## src/rtl/ctlport_pkg.sv

```systemverilog
package ctlport_pkg;
  typedef enum logic {
    FMT_TWO_WIRE = 1'b0,
    FMT_SPI      = 1'b1
  } port_fmt_e;
endpackage

```

## src/rtl/cpm_rst_sync.sv

```systemverilog
module cpm_rst_sync #(
  parameter int STAGES = 2
) (
  input  logic clk,
  input  logic rst_n,
  output logic rst_sync_n
);
  logic [STAGES-1:0] chain_q;
  logic [STAGES-1:0] chain_d;

  always_comb begin
    chain_d = {chain_q[STAGES-2:0], 1'b1};
  end

  always_ff @(posedge clk or negedge rst_n) begin
    if (!rst_n) chain_q <= '0;
    else        chain_q <= chain_d;
  end

  assign rst_sync_n = chain_q[STAGES-1];
endmodule

```

## src/rtl/cpm_pin_edge.sv

```systemverilog
module cpm_pin_edge #(
  parameter int STAGES = 2
) (
  input  logic clk,
  input  logic rst_n,
  input  logic pin_i,
  output logic fall_o
);
  logic [STAGES-1:0] sync_q;
  logic [STAGES-1:0] sync_d;
  logic              last_q;

  generate
    for (genvar i = 0; i < STAGES; i++) begin : g_stage
      if (i == 0) begin : g_first
        always_comb sync_d[i] = pin_i;
      end else begin : g_next
        always_comb sync_d[i] = sync_q[i-1];
      end
    end
  endgenerate

  always_ff @(posedge clk or negedge rst_n) begin
    if (!rst_n) begin
      sync_q <= '0;
      last_q <= 1'b0;
    end else begin
      sync_q <= sync_d;
      last_q <= sync_q[STAGES-1];
    end
  end

  assign fall_o = last_q & ~sync_q[STAGES-1];

  // a detected fall is a single-cycle event
  p_fall_single_r7: assert property (@(posedge clk) disable iff (!rst_n)
    fall_o |=> !fall_o);
endmodule

```

## src/rtl/cpm_sa_timer.sv

```systemverilog
module cpm_sa_timer #(
  parameter int SA_CYCLES = 262144
) (
  input  logic clk,
  input  logic rst_n,
  input  logic run_i,
  output logic done_o
);
  localparam int CW = (SA_CYCLES > 2) ? $clog2(SA_CYCLES) : 1;
  localparam logic [CW-1:0] LAST = CW'(SA_CYCLES - 1);

  logic [CW-1:0] cnt_q, cnt_d;
  logic          done_q, done_d;
  logic          step;

  always_comb begin
    step   = run_i & ~done_q;
    cnt_d  = cnt_q;
    done_d = done_q;
    if (step) begin
      if (cnt_q == LAST) done_d = 1'b1;
      else               cnt_d  = cnt_q + 1'b1;
    end
  end

  always_ff @(posedge clk or negedge rst_n) begin
    if (!rst_n) begin
      cnt_q  <= '0;
      done_q <= 1'b0;
    end else begin
      cnt_q  <= cnt_d;
      done_q <= done_d;
    end
  end

  assign done_o = done_q;

  // counter never passes its terminal value
  p_cnt_bound_r2: assert property (@(posedge clk) disable iff (!rst_n)
    cnt_q <= LAST);
  // done is sticky
  p_done_sticky_r2: assert property (@(posedge clk) disable iff (!rst_n)
    done_q |=> done_q);
  // a stopped timer holds its count
  p_hold_r5: assert property (@(posedge clk) disable iff (!rst_n)
    !run_i |=> $stable(cnt_q));
endmodule

```

## src/rtl/ctlport_mode_ctrl.sv

```systemverilog
module ctlport_mode_ctrl
  import ctlport_pkg::*;
#(
  parameter int SA_CYCLES   = 262144,
  parameter int SYNC_STAGES = 2,
  parameter int RST_STAGES  = 2
) (
  input  logic clk,
  input  logic rst_n,
  input  logic cs_pin_i,
  input  logic ctl_en_i,
  output logic fmt_spi_o,
  output logic ctl_active_o,
  output logic dflt_load_o,
  output logic sa_done_o,
  output logic late_en_o
);
  logic rst_q_n;
  logic pin_fall;
  logic sa_done;
  logic sa_run;
  logic en_rise;

  port_fmt_e fmt_q, fmt_d;
  logic en_prev_q, active_q, active_d, load_q, load_d, late_q, late_d;

  cpm_rst_sync #(.STAGES(RST_STAGES)) u_rst (
    .clk        (clk),
    .rst_n      (rst_n),
    .rst_sync_n (rst_q_n)
  );

  cpm_pin_edge #(.STAGES(SYNC_STAGES)) u_pin (
    .clk    (clk),
    .rst_n  (rst_q_n),
    .pin_i  (cs_pin_i),
    .fall_o (pin_fall)
  );

  assign en_rise = ctl_en_i & ~en_prev_q;
  assign sa_run  = ~active_q & ~en_rise;

  cpm_sa_timer #(.SA_CYCLES(SA_CYCLES)) u_timer (
    .clk    (clk),
    .rst_n  (rst_q_n),
    .run_i  (sa_run),
    .done_o (sa_done)
  );

  always_comb begin
    fmt_d    = pin_fall ? FMT_SPI : fmt_q;
    active_d = active_q | en_rise;
    load_d   = en_rise;
    late_d   = late_q | (en_rise & sa_done);
  end

  always_ff @(posedge clk or negedge rst_q_n) begin
    if (!rst_q_n) begin
      fmt_q     <= FMT_TWO_WIRE;
      en_prev_q <= 1'b0;
      active_q  <= 1'b0;
      load_q    <= 1'b0;
      late_q    <= 1'b0;
    end else begin
      fmt_q     <= fmt_d;
      en_prev_q <= ctl_en_i;
      active_q  <= active_d;
      load_q    <= load_d;
      late_q    <= late_d;
    end
  end

  assign fmt_spi_o    = (fmt_q == FMT_SPI);
  assign ctl_active_o = active_q;
  assign dflt_load_o  = load_q;
  assign sa_done_o    = sa_done;
  assign late_en_o    = late_q;

  // default-load pulse lasts one cycle
  p_load_width_r3: assert property (@(posedge clk) disable iff (!rst_q_n)
    dflt_load_o |=> !dflt_load_o);
  // control-active is sticky
  p_active_sticky_r4: assert property (@(posedge clk) disable iff (!rst_q_n)
    ctl_active_o |=> ctl_active_o);
  // every load pulse leaves the port active
  p_load_active_r4: assert property (@(posedge clk) disable iff (!rst_q_n)
    dflt_load_o |-> ctl_active_o);
  // done never rises once the control port owns the pins
  p_no_done_r5: assert property (@(posedge clk) disable iff (!rst_q_n)
    $rose(sa_done_o) |-> !ctl_active_o);
  // late flag only ever follows completion
  p_late_done_r6: assert property (@(posedge clk) disable iff (!rst_q_n)
    $rose(late_en_o) |-> (sa_done_o && dflt_load_o));
  // SPI selection is sticky
  p_spi_sticky_r8: assert property (@(posedge clk) disable iff (!rst_q_n)
    fmt_spi_o |=> fmt_spi_o);
endmodule

```

## config.mk

```make
export PLATFORM = sky130hd
export DESIGN_NAME = ctlport_mode_ctrl
export DESIGN_NICKNAME = d
export VERILOG_FILES = /design/src/rtl/ctlport_pkg.sv /design/src/rtl/cpm_rst_sync.sv /design/src/rtl/cpm_pin_edge.sv /design/src/rtl/cpm_sa_timer.sv /design/src/rtl/ctlport_mode_ctrl.sv
export SDC_FILE = /design/constraint.sdc
export NUM_CORES = 1
export LEC_CHECK = 0
export ABC_CLOCK_PERIOD_IN_PS = 1000
export BUFFER_PORTS_ARGS = -buffer_cell sky130_fd_sc_hd__buf_4
export CAP_MARGIN = 20
export CORE_ASPECT_RATIO = 1.2
export CORE_MARGIN = 2
export CORE_UTILIZATION = 55
export CTS_CLUSTER_DIAMETER = 50
export DETAILED_ROUTE_END_ITERATION = 8
export PLACE_DENSITY = 0.74
export SLEW_MARGIN = 25
export SYNTH_ARGS = -nofsm -noshare
export SYNTH_HDL_FRONTEND = slang
export SYNTH_SLANG_ARGS = --single-unit
```

## constraint.sdc

```tcl
create_clock -name clk -period 1 [get_ports clk]
set_input_delay 0.05 -clock clk [delete_from_list [all_inputs] [get_ports clk]]
set_output_delay 0.05 -clock clk [all_outputs]
set_load 0.1 [all_outputs]
```

==> flow_summary.json <==
{
  "clk_pin_slew_ps": 90,
  "grt_use_total_pct": 25.5,
  "netlist.top_cell.by_area": "dfrtp_1",
  "synthArstFlopShare_pct": 100,
  "critPathMaxFanout": 10,
  "synth-edff-count": 0,
  "startpoint": "u_timer.done_o$_DFFE_PN0P_",
  "clk_latency_ps": 340,
  "vias_per_cell": 5.12,
  "syn_nets": 104,
  "core_um2": 2050,
  "cts_tree": "done",
  "yosysSeqAreaShare_pct": 60.8,
  "diodes": 0,
  "cp-end-kind": "flop",
  "hp-class": "in2async",
  "p_per_area_nw_per_um2": 1320,
  "io_buffers": 8,
  "dp.cells": 171,
  "final_area_um2": 1770,
  "reg2reg_from": "u_timer.done_o$_DFFE_PN0P_",
  "ys_types": 26,
  "die_h_um": 55.0,
  "violations": "negative setup slack",
  "finalCriticalPeriod_ps": 1880,
  "timing.reg2reg.setup_slack_ps": -880,
  "yosys.area_share.simple_pct": 18.6,
  "synth_most_common_cell": "dfrtp_1",
  "drcViolationCount": 0,
  "dr_total_vias": 947,
  "ys_warn_count": 0,
  "cp_data_arrival_time_ps": 2150,
  "setup.worst_path.end": "u_timer.cnt_q[13]$_DFFE_PN0P_",
  "rsz0062_at_grt": "yes",
  "synth.area.mux_share_pct": 1.89,
  "dp_hpwl_um": 1570,
  "clock-sinks": 29,
  "rr_endpoint": "u_timer.cnt_q[13]$_DFFE_PN0P_",
  "ys.flop_type": "dfrtp_1",
  "h-tree-depth": 2,
  "status": "finished, violations left",
  "max_freq_mhz": 531,
  "placed_cell_area_um2": 1570,
  "die_w_um": 46.5,
  "die_area_um2": 2560,
  "synthTopCellsByArea": "dfrtp_1 (61%), xor2_1 (8.8%), xnor2_1 (2.9%), nand2_1 (2.8%), nand3_1 (2.5%)",
  "routedWlPerCell_um": 15.3,
  "fin_skew_ps": 10.4,
  "wl_um": 2820,
  "synth_area_per_cell_um2": 12.1,
  "drv_slew": 0,
  "reg2regPathDepth": 5,
  "first_iter_violations": 26,
  "netlist_area_um2": 1190,
  "grt_pass1_vias": 958,
  "hold_viol_final": 0,
  "startpoint_type": "flop",
  "ys_ff_latch": 29,
  "ios": 9,
  "syn2layout_area_growth_pct": 48.2,
  "grt_pass1_wl_um": 4360,
  "postRouteAntennaNets": 0,
  "place.gp.congestion": 0.779,
  "cts_root_buf": "clkbuf_4",
  "required_ps": 1260,
  "maxCapViolCount": 0,
  "drt-pass1-iter-count": 4,
  "final_nets": 159,
  "syn_inst": 99,
  "synthTopCellsByCount": "dfrtp_1 (29), xor2_1 (12), nand2_1 (9), nand3_1 (6), nor2_1 (6)",
  "synth_top_area_share_pct": 60.8,
  "leakage_nw": 0.906,
  "drive_gt1_share_pct": 47.7,
  "start_util_pct": 58.2,
  "fin_crit_sh_pct": 188,
  "overflow": 0,
  "yosys.area_share.xor_xnor_pct": 11.7,
  "synthAdderAreaFrac_pct": 1.05,
  "grt_max_degree": 19,
  "cts_buffer_depth": 2,
  "fin_ws_ps": -884,
  "fp-row-count": 18,
  "synth_compound_area_share_pct": 3.46,
  "layoutNonFillerInstCount": 185,
  "setup_viol": 22,
  "crit_type": "reg2reg",
  "numCtsBuffers": 5,
  "antenna_found_initial": 0,
  "ir_drop_uv": 1280,
  "synth_top_family_by_area": "simple AND/OR/NAND/NOR gates"
}
[per-layer routing]
metal	global-route usage [%]	routed length (um)	vias up
met4	7.14	46	0
met3	8.77	117	6
met5	0	0	-
met1	29.7	1100	473
li1	-	-	444
met2	44.2	1560	24
[sequential cells by signal, summed over array words and instances, names as in the netlist]
register / cells
ctl_active_o: 1
dflt_load_o: 1
en_prev_q: 1
fmt_spi_o: 1
late_en_o: 1
u_pin.last_q: 1
u_pin.sync_q: 2
u_rst.chain_q: 2
u_timer.cnt_q: 18
u_timer.done_o: 1
[worst min path at each step]
stage                      from  depth (start not counted)  slack, ps                         end
final                     rst_n                          2         20  u_rst.chain_q[1]$_DFF_PN0_
after global routing      rst_n                          2         10  u_rst.chain_q[0]$_DFF_PN0_
after CTS                 rst_n                          2         20  u_rst.chain_q[1]$_DFF_PN0_
after detailed placement  rst_n                          1       -170  u_rst.chain_q[1]$_DFF_PN0_
after global placement    rst_n                          1       -170  u_rst.chain_q[1]$_DFF_PN0_
after floorplan           rst_n                          0       -250  u_rst.chain_q[0]$_DFF_PN0_
[cells in the final DEF, fill, tap and decap left out, drive strengths merged]
cell         count
xor2            12
and3             3
or4              1
conb             1
nand3            7
xnor2            4
o21bai           1
a21o             3
ha               1
and4             1
inv              3
clkbuf           6
or3              2
dfrtp           29
nor4             4
nand2b           1
nor3             5
nor2b            1
clkinv           2
or2              1
nor2             6
dlygate4sd3      3
mux2             2
buf             47
nand2            9
[worst max-delay path, stage by stage, from the launching register on]
cell and delay, ps:
dfrtp_4 490, or3_4 410, o21bai_4 200, buf_6 150, nor4_1 360, xor2_1 190
[power by group]
| part | internal, mW | switching (mW) | leakage, nW |
|---|---|---|---|
| clock network | 0.267 | 0.413 | 0.0320 |
| logic | 0.215 | 0.169 | 0.504 |
| registers | 1.24 | 0.0395 | 0.370 |
[stage by stage]
| step | hold WS, ps | setup WS [ps] | util [%] | power (mW) | setup TNS (ps) |
|---|---|---|---|---|---|
| 2_1_floorplan | -246 | -795 | - | 1.44 | -12550 |
| 3_3_place_gp | -168 | -687 | 76.7 | 1.60 | -11920 |
| 3_5_place_dp | -167 | -718 | 76.7 | 1.61 | -12550 |
| 4_1_cts | 16.9 | -732 | 84.7 | 2.30 | -13380 |
| 5_1_grt | 13.7 | -932 | 86.3 | 2.43 | -15690 |
| 6_report | 21.5 | -884 | 86.3 | 2.34 | -14160 |
[cell families (layout without fill, tap and decap cells)]
logic type | count (synthesis) | count (layout)
and+or+nand+nor | 41 | 41
adders and majority gates | 1 | 1
other | 1 | 1
xor gates and xnor gates | 16 | 16
buffers and inverters | 5 | 61
AOI/OAI and AO/OA | 4 | 4
muxes | 2 | 2
DFF | 29 | 29
[cell type report]
class	count	area, um^2
tap	30	37.5
sequential	29	736
fill	112	280
clock buffer	6	41.3
clock inverter	2	10.0
inverter	3	11.3
timing repair buffer	50	443
multi-input combinational	65	490
[what timing repair did]
action	in CTS	in global routing
setup endpoints to repair	24	24
hold buffers	3	0
pin swaps	0	1
gates resized for setup	16	7
hold endpoints to repair	4	0
setup buffers	2	2
No activity file was read; power rests on OpenSTA's default activity.
